`src/rtl/sar_redundant_seq.sv`:
```
module sar_redundant_seq #(
  parameter int NUPPER = 3,
  parameter int NLOWER = 11
) (
  input  logic                  clk,
  input  logic                  rst_n,
  input  logic                  sample_i,
  input  logic                  strobe_i,
  input  logic                  cmp_i,
  input  logic [1:0]            res_sel_i,
  output logic [2*((1<<NUPPER)-1)-1:0] seg_p_o,
  output logic [2*((1<<NUPPER)-1)-1:0] seg_n_o,
  output logic [2*NLOWER-1:0]   cap_p_o,
  output logic [2*NLOWER-1:0]   cap_n_o,
  output logic [NUPPER+NLOWER-1:0] dec_o,
  output logic                  done_o,
  output logic [2:0]            res_en_o
);
  localparam int NSEG = (1 << NUPPER) - 1;
  localparam int NDEC = NUPPER + NLOWER;
  localparam int CW   = $clog2(NDEC + 1);

  logic [NDEC-1:0] dec_q;
  logic [CW-1:0]   cnt_q, len_q;
  logic [1:0]      res_q;
  logic            busy_q, done_q;
  logic [NUPPER-1:0] ucode;

  always_ff @(posedge clk or negedge rst_n) begin
    if (!rst_n) begin
      dec_q  <= '0;
      cnt_q  <= '0;
      len_q  <= CW'(NDEC);
      res_q  <= '0;
      busy_q <= 1'b0;
      done_q <= 1'b0;
    end else begin
      done_q <= 1'b0;
      if (sample_i) begin
        dec_q  <= '0;
        cnt_q  <= '0;
        busy_q <= 1'b1;
        res_q  <= res_sel_i;
        len_q  <= CW'(NDEC) - CW'(res_sel_i);
      end else if (busy_q && strobe_i) begin
        dec_q[CW'(NDEC-1) - cnt_q] <= cmp_i;
        cnt_q <= cnt_q + CW'(1);
        if (cnt_q == len_q - CW'(1)) begin
          busy_q <= 1'b0;
          done_q <= 1'b1;
        end
      end
    end
  end

  assign ucode    = dec_q[NDEC-1 -: NUPPER];
  assign dec_o    = dec_q;
  assign done_o   = done_q;
  assign res_en_o = {res_q == 2'd3, res_q >= 2'd2, res_q >= 2'd1};

  for (genvar j = 0; j < NSEG; j++) begin : g_seg
    logic [1:0] p;
    assign p = (cnt_q >= CW'(NUPPER)) ? ((j < int'(ucode)) ? 2'b10 : 2'b01) : 2'b00;
    assign seg_p_o[2*j +: 2] = p;
    assign seg_n_o[2*j +: 2] = {p[0], p[1]};
  end

  for (genvar i = 0; i < NLOWER; i++) begin : g_cap
    logic [1:0] p;
    assign p = (cnt_q > CW'(NUPPER + i)) ? (dec_q[NLOWER-1-i] ? 2'b10 : 2'b01) : 2'b00;
    assign cap_p_o[2*i +: 2] = p;
    assign cap_n_o[2*i +: 2] = {p[0], p[1]};
  end

  p_sample_clears_r2: assert property (@(posedge clk) disable iff (!rst_n)
    sample_i |=> (dec_o == '0 && cap_p_o == '0 && seg_p_o == '0));
  p_dec_holds_r3: assert property (@(posedge clk) disable iff (!rst_n)
    (!strobe_i && !sample_i) |=> $stable(dec_o));
  p_cap_holds_r5: assert property (@(posedge clk) disable iff (!rst_n)
    (!strobe_i && !sample_i) |=> $stable(cap_p_o));
  p_done_pulse_r8: assert property (@(posedge clk) disable iff (!rst_n)
    done_o |=> !done_o);
  p_done_after_strobe_r8: assert property (@(posedge clk) disable iff (!rst_n)
    done_o |-> ($past(strobe_i) && !$past(sample_i)));
endmodule

```
`config.mk`:
```
export PLATFORM = sky130hd
export DESIGN_NAME = sar_redundant_seq
export DESIGN_NICKNAME = d
export VERILOG_FILES = /design/src/rtl/sar_redundant_seq.sv
export SDC_FILE = /design/constraint.sdc
export NUM_CORES = 1
export LEC_CHECK = 0
export BUFFER_PORTS_ARGS = -buffer_cell sky130_fd_sc_hd__buf_2
export CORE_MARGIN = 3
export CORE_UTILIZATION = 45
export DETAILED_ROUTE_END_ITERATION = 8
export PLACE_DENSITY_LB_ADDON = 0.1
export SLEW_MARGIN = 20
export SYNTH_ARGS = -nofsm -noshare
export SYNTH_HDL_FRONTEND = slang
export SYNTH_SLANG_ARGS = --single-unit
```
`constraint.sdc`:
```
create_clock -name clk -period 1.99 [get_ports clk]
set_input_delay 0.2985 -clock clk [delete_from_list [all_inputs] [get_ports clk]]
set_output_delay 0.2985 -clock clk [all_outputs]
set_load 0.01 [all_outputs]
```
==> results of run 1 <==
==> final cells by class <==
class / instances / area, sq um / share of cell area
clock buffers: 4 / 55.1 / 0.0236
inverters: 12 / 45.0 / 0.0193
multi-input cells: 145 / 992 / 0.425
flip-flops and latches: 24 / 608 / 0.261
well taps: 50 / 62.6 / 0.0268
repair buffers: 108 / 571 / 0.245
==> registers in the layout, indices dropped and copies added, names as in the netlist <==
name / flops
len_q: 2
done_o: 1
dec_o: 14
res_q: 2
busy_q: 1
cnt_q: 4
==> path summary, 6_finish.rpt <==
kind                              start           to  slack, ns  cells after the start
min                               rst_n     res_q[0]      0.001                      1
min in group clk           res_sel_i[0]     res_q[0]       0.26                      3
max reg2reg                    len_q[1]       busy_q       0.18                      5
max                            cnt_q[0]  seg_p_o[13]       0.12                      6
max in group asynchronous         rst_n     cnt_q[3]       1.60                      1
min reg2reg                    len_q[2]     len_q[2]       0.50                      2
==> kinds of logic after synthesis <==
kind of cell | after synthesis
AO/OA/AOI/OAI | 28
multiplexers | 10
XOR/XNOR | 10
flip-flops | 24
AND/OR/NAND/NOR | 86
buffers and inverters | 62
adder cells (fa/ha/maj) | 11
==> worst register-to-register path, cell delays in order (launching register included) <==
cell,delay [ns]
dfstp_2,0.54
inv_1,0.06
ha_1,0.28
xnor2_1,0.12
or4_4,0.42
o31a_1,0.28
==> power by group <==
| part | total, mW | internal (mW) | switching (mW) |
|---|---|---|---|
| Sequential | 0.533 | 0.508 | 0.0251 |
| Combinational | 0.234 | 0.100 | 0.134 |
| Clock | 0.323 | 0.176 | 0.147 |
| Total | 1.09 | 0.785 | 0.305 |
==> per-layer routing <==
layer	wire (microns)	share of wire
met1	1890	0.43
met3	285	0.065
met5	0	0
met2	2190	0.50
met4	20	0.0046
==> placed cells by master, fill, tap and decap left out, types with 2 or more instances in the layout <==
cell and count:
nand4_1 8, xnor2_1 7, mux2i_1 9, nand3_1 11, ha_2 2, a21oi_1 12, and3_1 5, nor3_1 4
o31ai_1 6, nor3_2 2, inv_1 11, a31oi_1 2, dfrtp_1 18, buf_4 12, or2_2 2, dfrtp_2 4
nor2_1 25, and2_1 3, clkbuf_8 4, nand2b_1 9, o21ai_0 2, ha_1 9, buf_2 96, nand2_1 4
xor2_1 2, o21ai_1 2, dfstp_2 2, nor2b_1 8
==> stage by stage <==
stage	total power [mW]	TNS [ns]	setup WS [ns]
after floorplan	0.700	0	0.0428
after global placement	0.764	0	0.231
after detailed placement	0.765	0	0.187
after CTS	1.11	0	0.0117
after global routing	1.16	-0.00356	-0.00356
final	1.09	0	0.125
==> what timing repair did <==
action                     4_1_cts  5_1_grt
buffers inserted                 4        1
setup endpoints to repair        6       43
resized for setup                2        9
==> out/metrics.yaml, run 1 <==
status: "finished, final reports clean"
slew_violations: 0
endpoint_kind: "primary output"
slowest_delay_ns: 0.44
tightest_slew_ns: 0.529
required_ns: 1.69
slowest_stage: "dfrtp_2"
placed_area_sq_um: 2210
synth-async-reset-ratio: 1.00
gp_congestion: 0.839
p_per_area_nw_per_um2: 467
grtUsageMet3: 0.0277
cap_violations: 0
clock_skew_ns: 0.00240
slew_headroom: 0.647
start_util: 0.478
cts.htree.levels: 1
die_h_microns: 72.1
ys_ff_latch: 24
cts.clk_slew.worst_paths_ns: 0.08
ys_types: 38
post-route-util: 0.567
yosys.area.top_type: "dfrtp_1"
antenna_cells: 0
vias: 1700
synth_xor_xnor_area_share: 0.0483
rsz0062_at_grt: "true"
crit_fanout: 5
cts_tree: "yes"
min_period_ns: 1.87
hold_viol_final: 0
grt_usage: 0.166
grt-busiest-layer: "met2"
antenna_found_initial: 0
critical_path_class: "flip-flop to primary output"
ys.warnings.count: 0
path_cells: "ha_2 -> nor3_2 -> buf_4 -> nor2_1 -> and2_1 -> buf_2"
dp_cells: 334
use_met2: 0.272
dr.pass1.iters: 4
drt-total-wl_microns: 4390
post-route-drc-count: 0
p_leak_nw: 1.33
clkSinkCount: 24
hpwl_microns: 3410
gr-total-overflow: 0
drt_iter0_drc: 98
muxShareOfSynthArea: 0.0515
yosysSeqAreaShare: 0.307
core_sq_um: 4120
synth_compound_area_frac: 0.0865
cts-root-buf: "clkbuf_8"
layout-drive-gt1-share: 0.444
finalSetupViolations: 0
cts_buffers: 3
yosysMostFrequentCell: "buf_4"
avgSynthCellArea_sq_um: 8.51
die_width_microns: 72.1
area.growth.synth_to_final_pct: 18.6
use_met1: 0.236
fmax_ghz: 0.536
cts_hold_buf: 0
grt_pass1_vias: 1455
timing.critical_path.arrival_ns: 1.57
fin_cells: 343
startpoint_type: "flip-flop"
critical_path.top_delay_family: "flip-flops"
critPathBufInv: 2
synth_edf_count: 0
ir_worst_vdd_mv: 0.399
fin_area_sq_um: 2330
grt_start_max_net_pins: 25
synthesis.area_sq_um: 1970
ys_top_cells_by_area: "dfrtp_1 28%, buf_4 15%, ha_1 7.0%"
io_buffers: 96
synth.top_cell.area_share: 0.280
hold_path_class: "input pin to async pin"
layout.nets: 312
fp-row-count: 23
wl_per_cell_microns: 12.8
fillCellCount: 399
io_pins: 97
cts_buffer_depth: 2
synth_top_family_by_area: "simple AND/OR/NAND/NOR gates"
via_per_inst: 4.96
synthSimpleGateAreaFrac: 0.237
synthTopCellsByCount: "38 x buf_4, 25 x nor2_1, 22 x dfrtp_1"
clk_latency_ns: 0.26
synthAdderAreaFrac: 0.0700
ys.flop_type: "dfrtp_1"
whs_ns: 0.00146
ant_nets: 0
synthCells: 231
min_period_over_period: 0.937
grt_pass1_wl_microns: 7020
syn_nets: 249
die_area_sq_um: 5200
(Power assumes the default switching activity.)
==> inputs of run 2 (changes only) <==
==> constraint.sdc (replaced) <==
create_clock -name clk -period 1.99 [get_ports clk]
set_input_delay 0.2985 -clock clk [delete_from_list [all_inputs] [get_ports clk]]
set_output_delay 0.2985 -clock clk [all_outputs]
set_load 0.05 [all_outputs]
==> run 2 against run 1 <==
- the run now ends with setup timing left
- clock power fell by 8.0%
- via count increased by 10%
- register-to-register slack about the same
- sequential power up 1%
- critical path depth up 1
- critical path type unchanged
==> out/metrics.yaml, run 2 (same netlist as run 1, synthesis figures left out) <==
die_area_sq_um: 5200  # unchanged
cts_buffer_depth: 2  # unchanged
grt_pass1_wl_microns: 8260  # +18%
layout-drive-gt1-share: 0.609  # +0.165
area.growth.synth_to_final_pct: 55.2
mostFrequentLayoutCells: "52 x buf_2, 33 x buf_4, 24 x buf_6"
required_ns: 1.69  # about the same
cts-root-buf: "clkbuf_8"
cts_buffers: 3  # unchanged
fmax_ghz: 0.502  # -6.3%
crit_fanout: 5  # unchanged
min_period_ns: 1.99  # +0.125 ns
cts.htree.levels: 1  # unchanged
clkSinkCount: 24  # unchanged
p_per_area_nw_per_um2: 416  # -11%
grt_pass1_vias: 1707  # +17%
io_buffers: 96  # unchanged
gp_congestion: 0.838  # -0.14%
cts_tree: "yes"
vias: 1877  # +10%
finalPower_mw: 1.27  # +17%
drt_iter0_drc: 120  # +22%
gr-total-overflow: 0  # unchanged
slew_headroom: 0.627  # -0.0205
hpwl_microns: 3590  # +5.2%
layout.nets: 326  # +4.5%
setup_slack_ns: -0.000722  # -0.125 ns
drt-total-wl_microns: 5580  # +27%
timing.critical_path.arrival_ns: 1.69  # +0.12 ns
startpoint_type: "flip-flop"
antenna_found_initial: 0  # unchanged
ir_worst_vdd_mv: 0.329  # -18%
antenna_cells: 0  # unchanged
p_leak_nw: 1.48  # +11%
mostFrequentLayoutCell: "buf_2"
grt_usage: 0.195  # +0.0289
worstSetupStartpoint: "cnt_q[0]"
io_pins: 97  # unchanged
start_util: 0.478  # unchanged
hold_viol_final: 0  # unchanged
violations: "setup timing"
ant_nets: 0  # unchanged
clk_latency_ns: 0.26  # about the same
die_width_microns: 72.1  # unchanged
critical_path_class: "flip-flop to primary output"
via_per_inst: 5.26  # +6.1%
largest_reg_flops: 14  # unchanged
core_sq_um: 4120  # unchanged
finalSetupTns_ns: -0.000945  # -0.000945 ns
die_h_microns: 72.1  # unchanged
hold_path_class: "input pin to async pin"
pre_cts_slack_ns: 0.134  # -0.0528 ns
wl_per_cell_microns: 15.6  # +22%
post-route-drc-count: 0  # unchanged
cap_violations: 0  # unchanged
rsz0062_at_grt: "true"
min_period_over_period: 1.00  # +0.0629
finalSetupViolations: 2  # +2
slew_violations: 0  # unchanged
grt_start_max_net_pins: 25  # unchanged
whs_ns: 0.0161  # +0.0147 ns
tightest_slew_ns: 0.557  # +0.0280 ns
clock_skew_ns: 0.00458  # +0.00218 ns
endpoint_kind: "primary output"
r2r-start: "len_q[1]"
dr.pass1.iters: 4  # unchanged
status: "finished with violations"
cts.clk_slew.worst_paths_ns: 0.09  # about the same
fp-row-count: 23  # unchanged
-- run 2: worst paths after layout --
path                       cells after the start    endpoint  slack [ns]
min                                            1    dec_o[8]        0.02
min in group clk                               3    res_q[0]        0.27
max in group asynchronous                      1    cnt_q[1]        1.57
max reg2reg                                    5      busy_q        0.19
max                                            7  seg_n_o[4]     -0.0007
min reg2reg                                    2    len_q[2]        0.50
-- run 2: report_power, final --
group          internal (mW)  switching [mW]  leakage [nW]
Sequential             0.509          0.0310         0.309
Clock                  0.143           0.154        0.0228
Combinational          0.166           0.268          1.15
-- run 2: stage by stage --
stage / std cells / utilization / area (sq um)
after floorplan: 231 / - / 2230
after global placement: 339 / 0.604 / 2480
after detailed placement: 339 / 0.604 / 2480
after CTS: 353 / 0.697 / 2870
after global routing: 357 / 0.742 / 3050
final: 357 / 0.742 / 3050
-- run 2: repair_timing --
item	4_1_cts	5_1_grt
buffers inserted	9	5
setup endpoints to repair	42	54
gates cloned	1	0
gates resized for setup	69	40
hold buffers	0	0
pin swaps	2	8
-- run 2: cell type report --
cell class	instances	area [sq um]
clock buffer	4	45.0
inverter	12	45.0
tap	50	62.6
multi-input combinational	145	1280
timing repair buffer	122	1010
fill	294	1060
sequential	24	609
-- run 2: layer usage --
| layer | global-route usage | routed length (microns) | up-vias |
|---|---|---|---|
| met5 | 0 | 0 | - |
| met4 | 0.0459 | 66 | 0 |
| met3 | 0.0152 | 295 | 7 |
| met2 | 0.342 | 2920 | 70 |
| met1 | 0.261 | 2300 | 900 |
| li1 | - | - | 900 |
-- run 2: critical path, cell delays in order (launching register included) --
cell	delay (ns)
dfrtp_2	0.45
ha_4	0.18
nor3_4	0.19
buf_12	0.14
buf_12	0.11
buf_12	0.10
nor2_4	0.03
buf_2	0.21
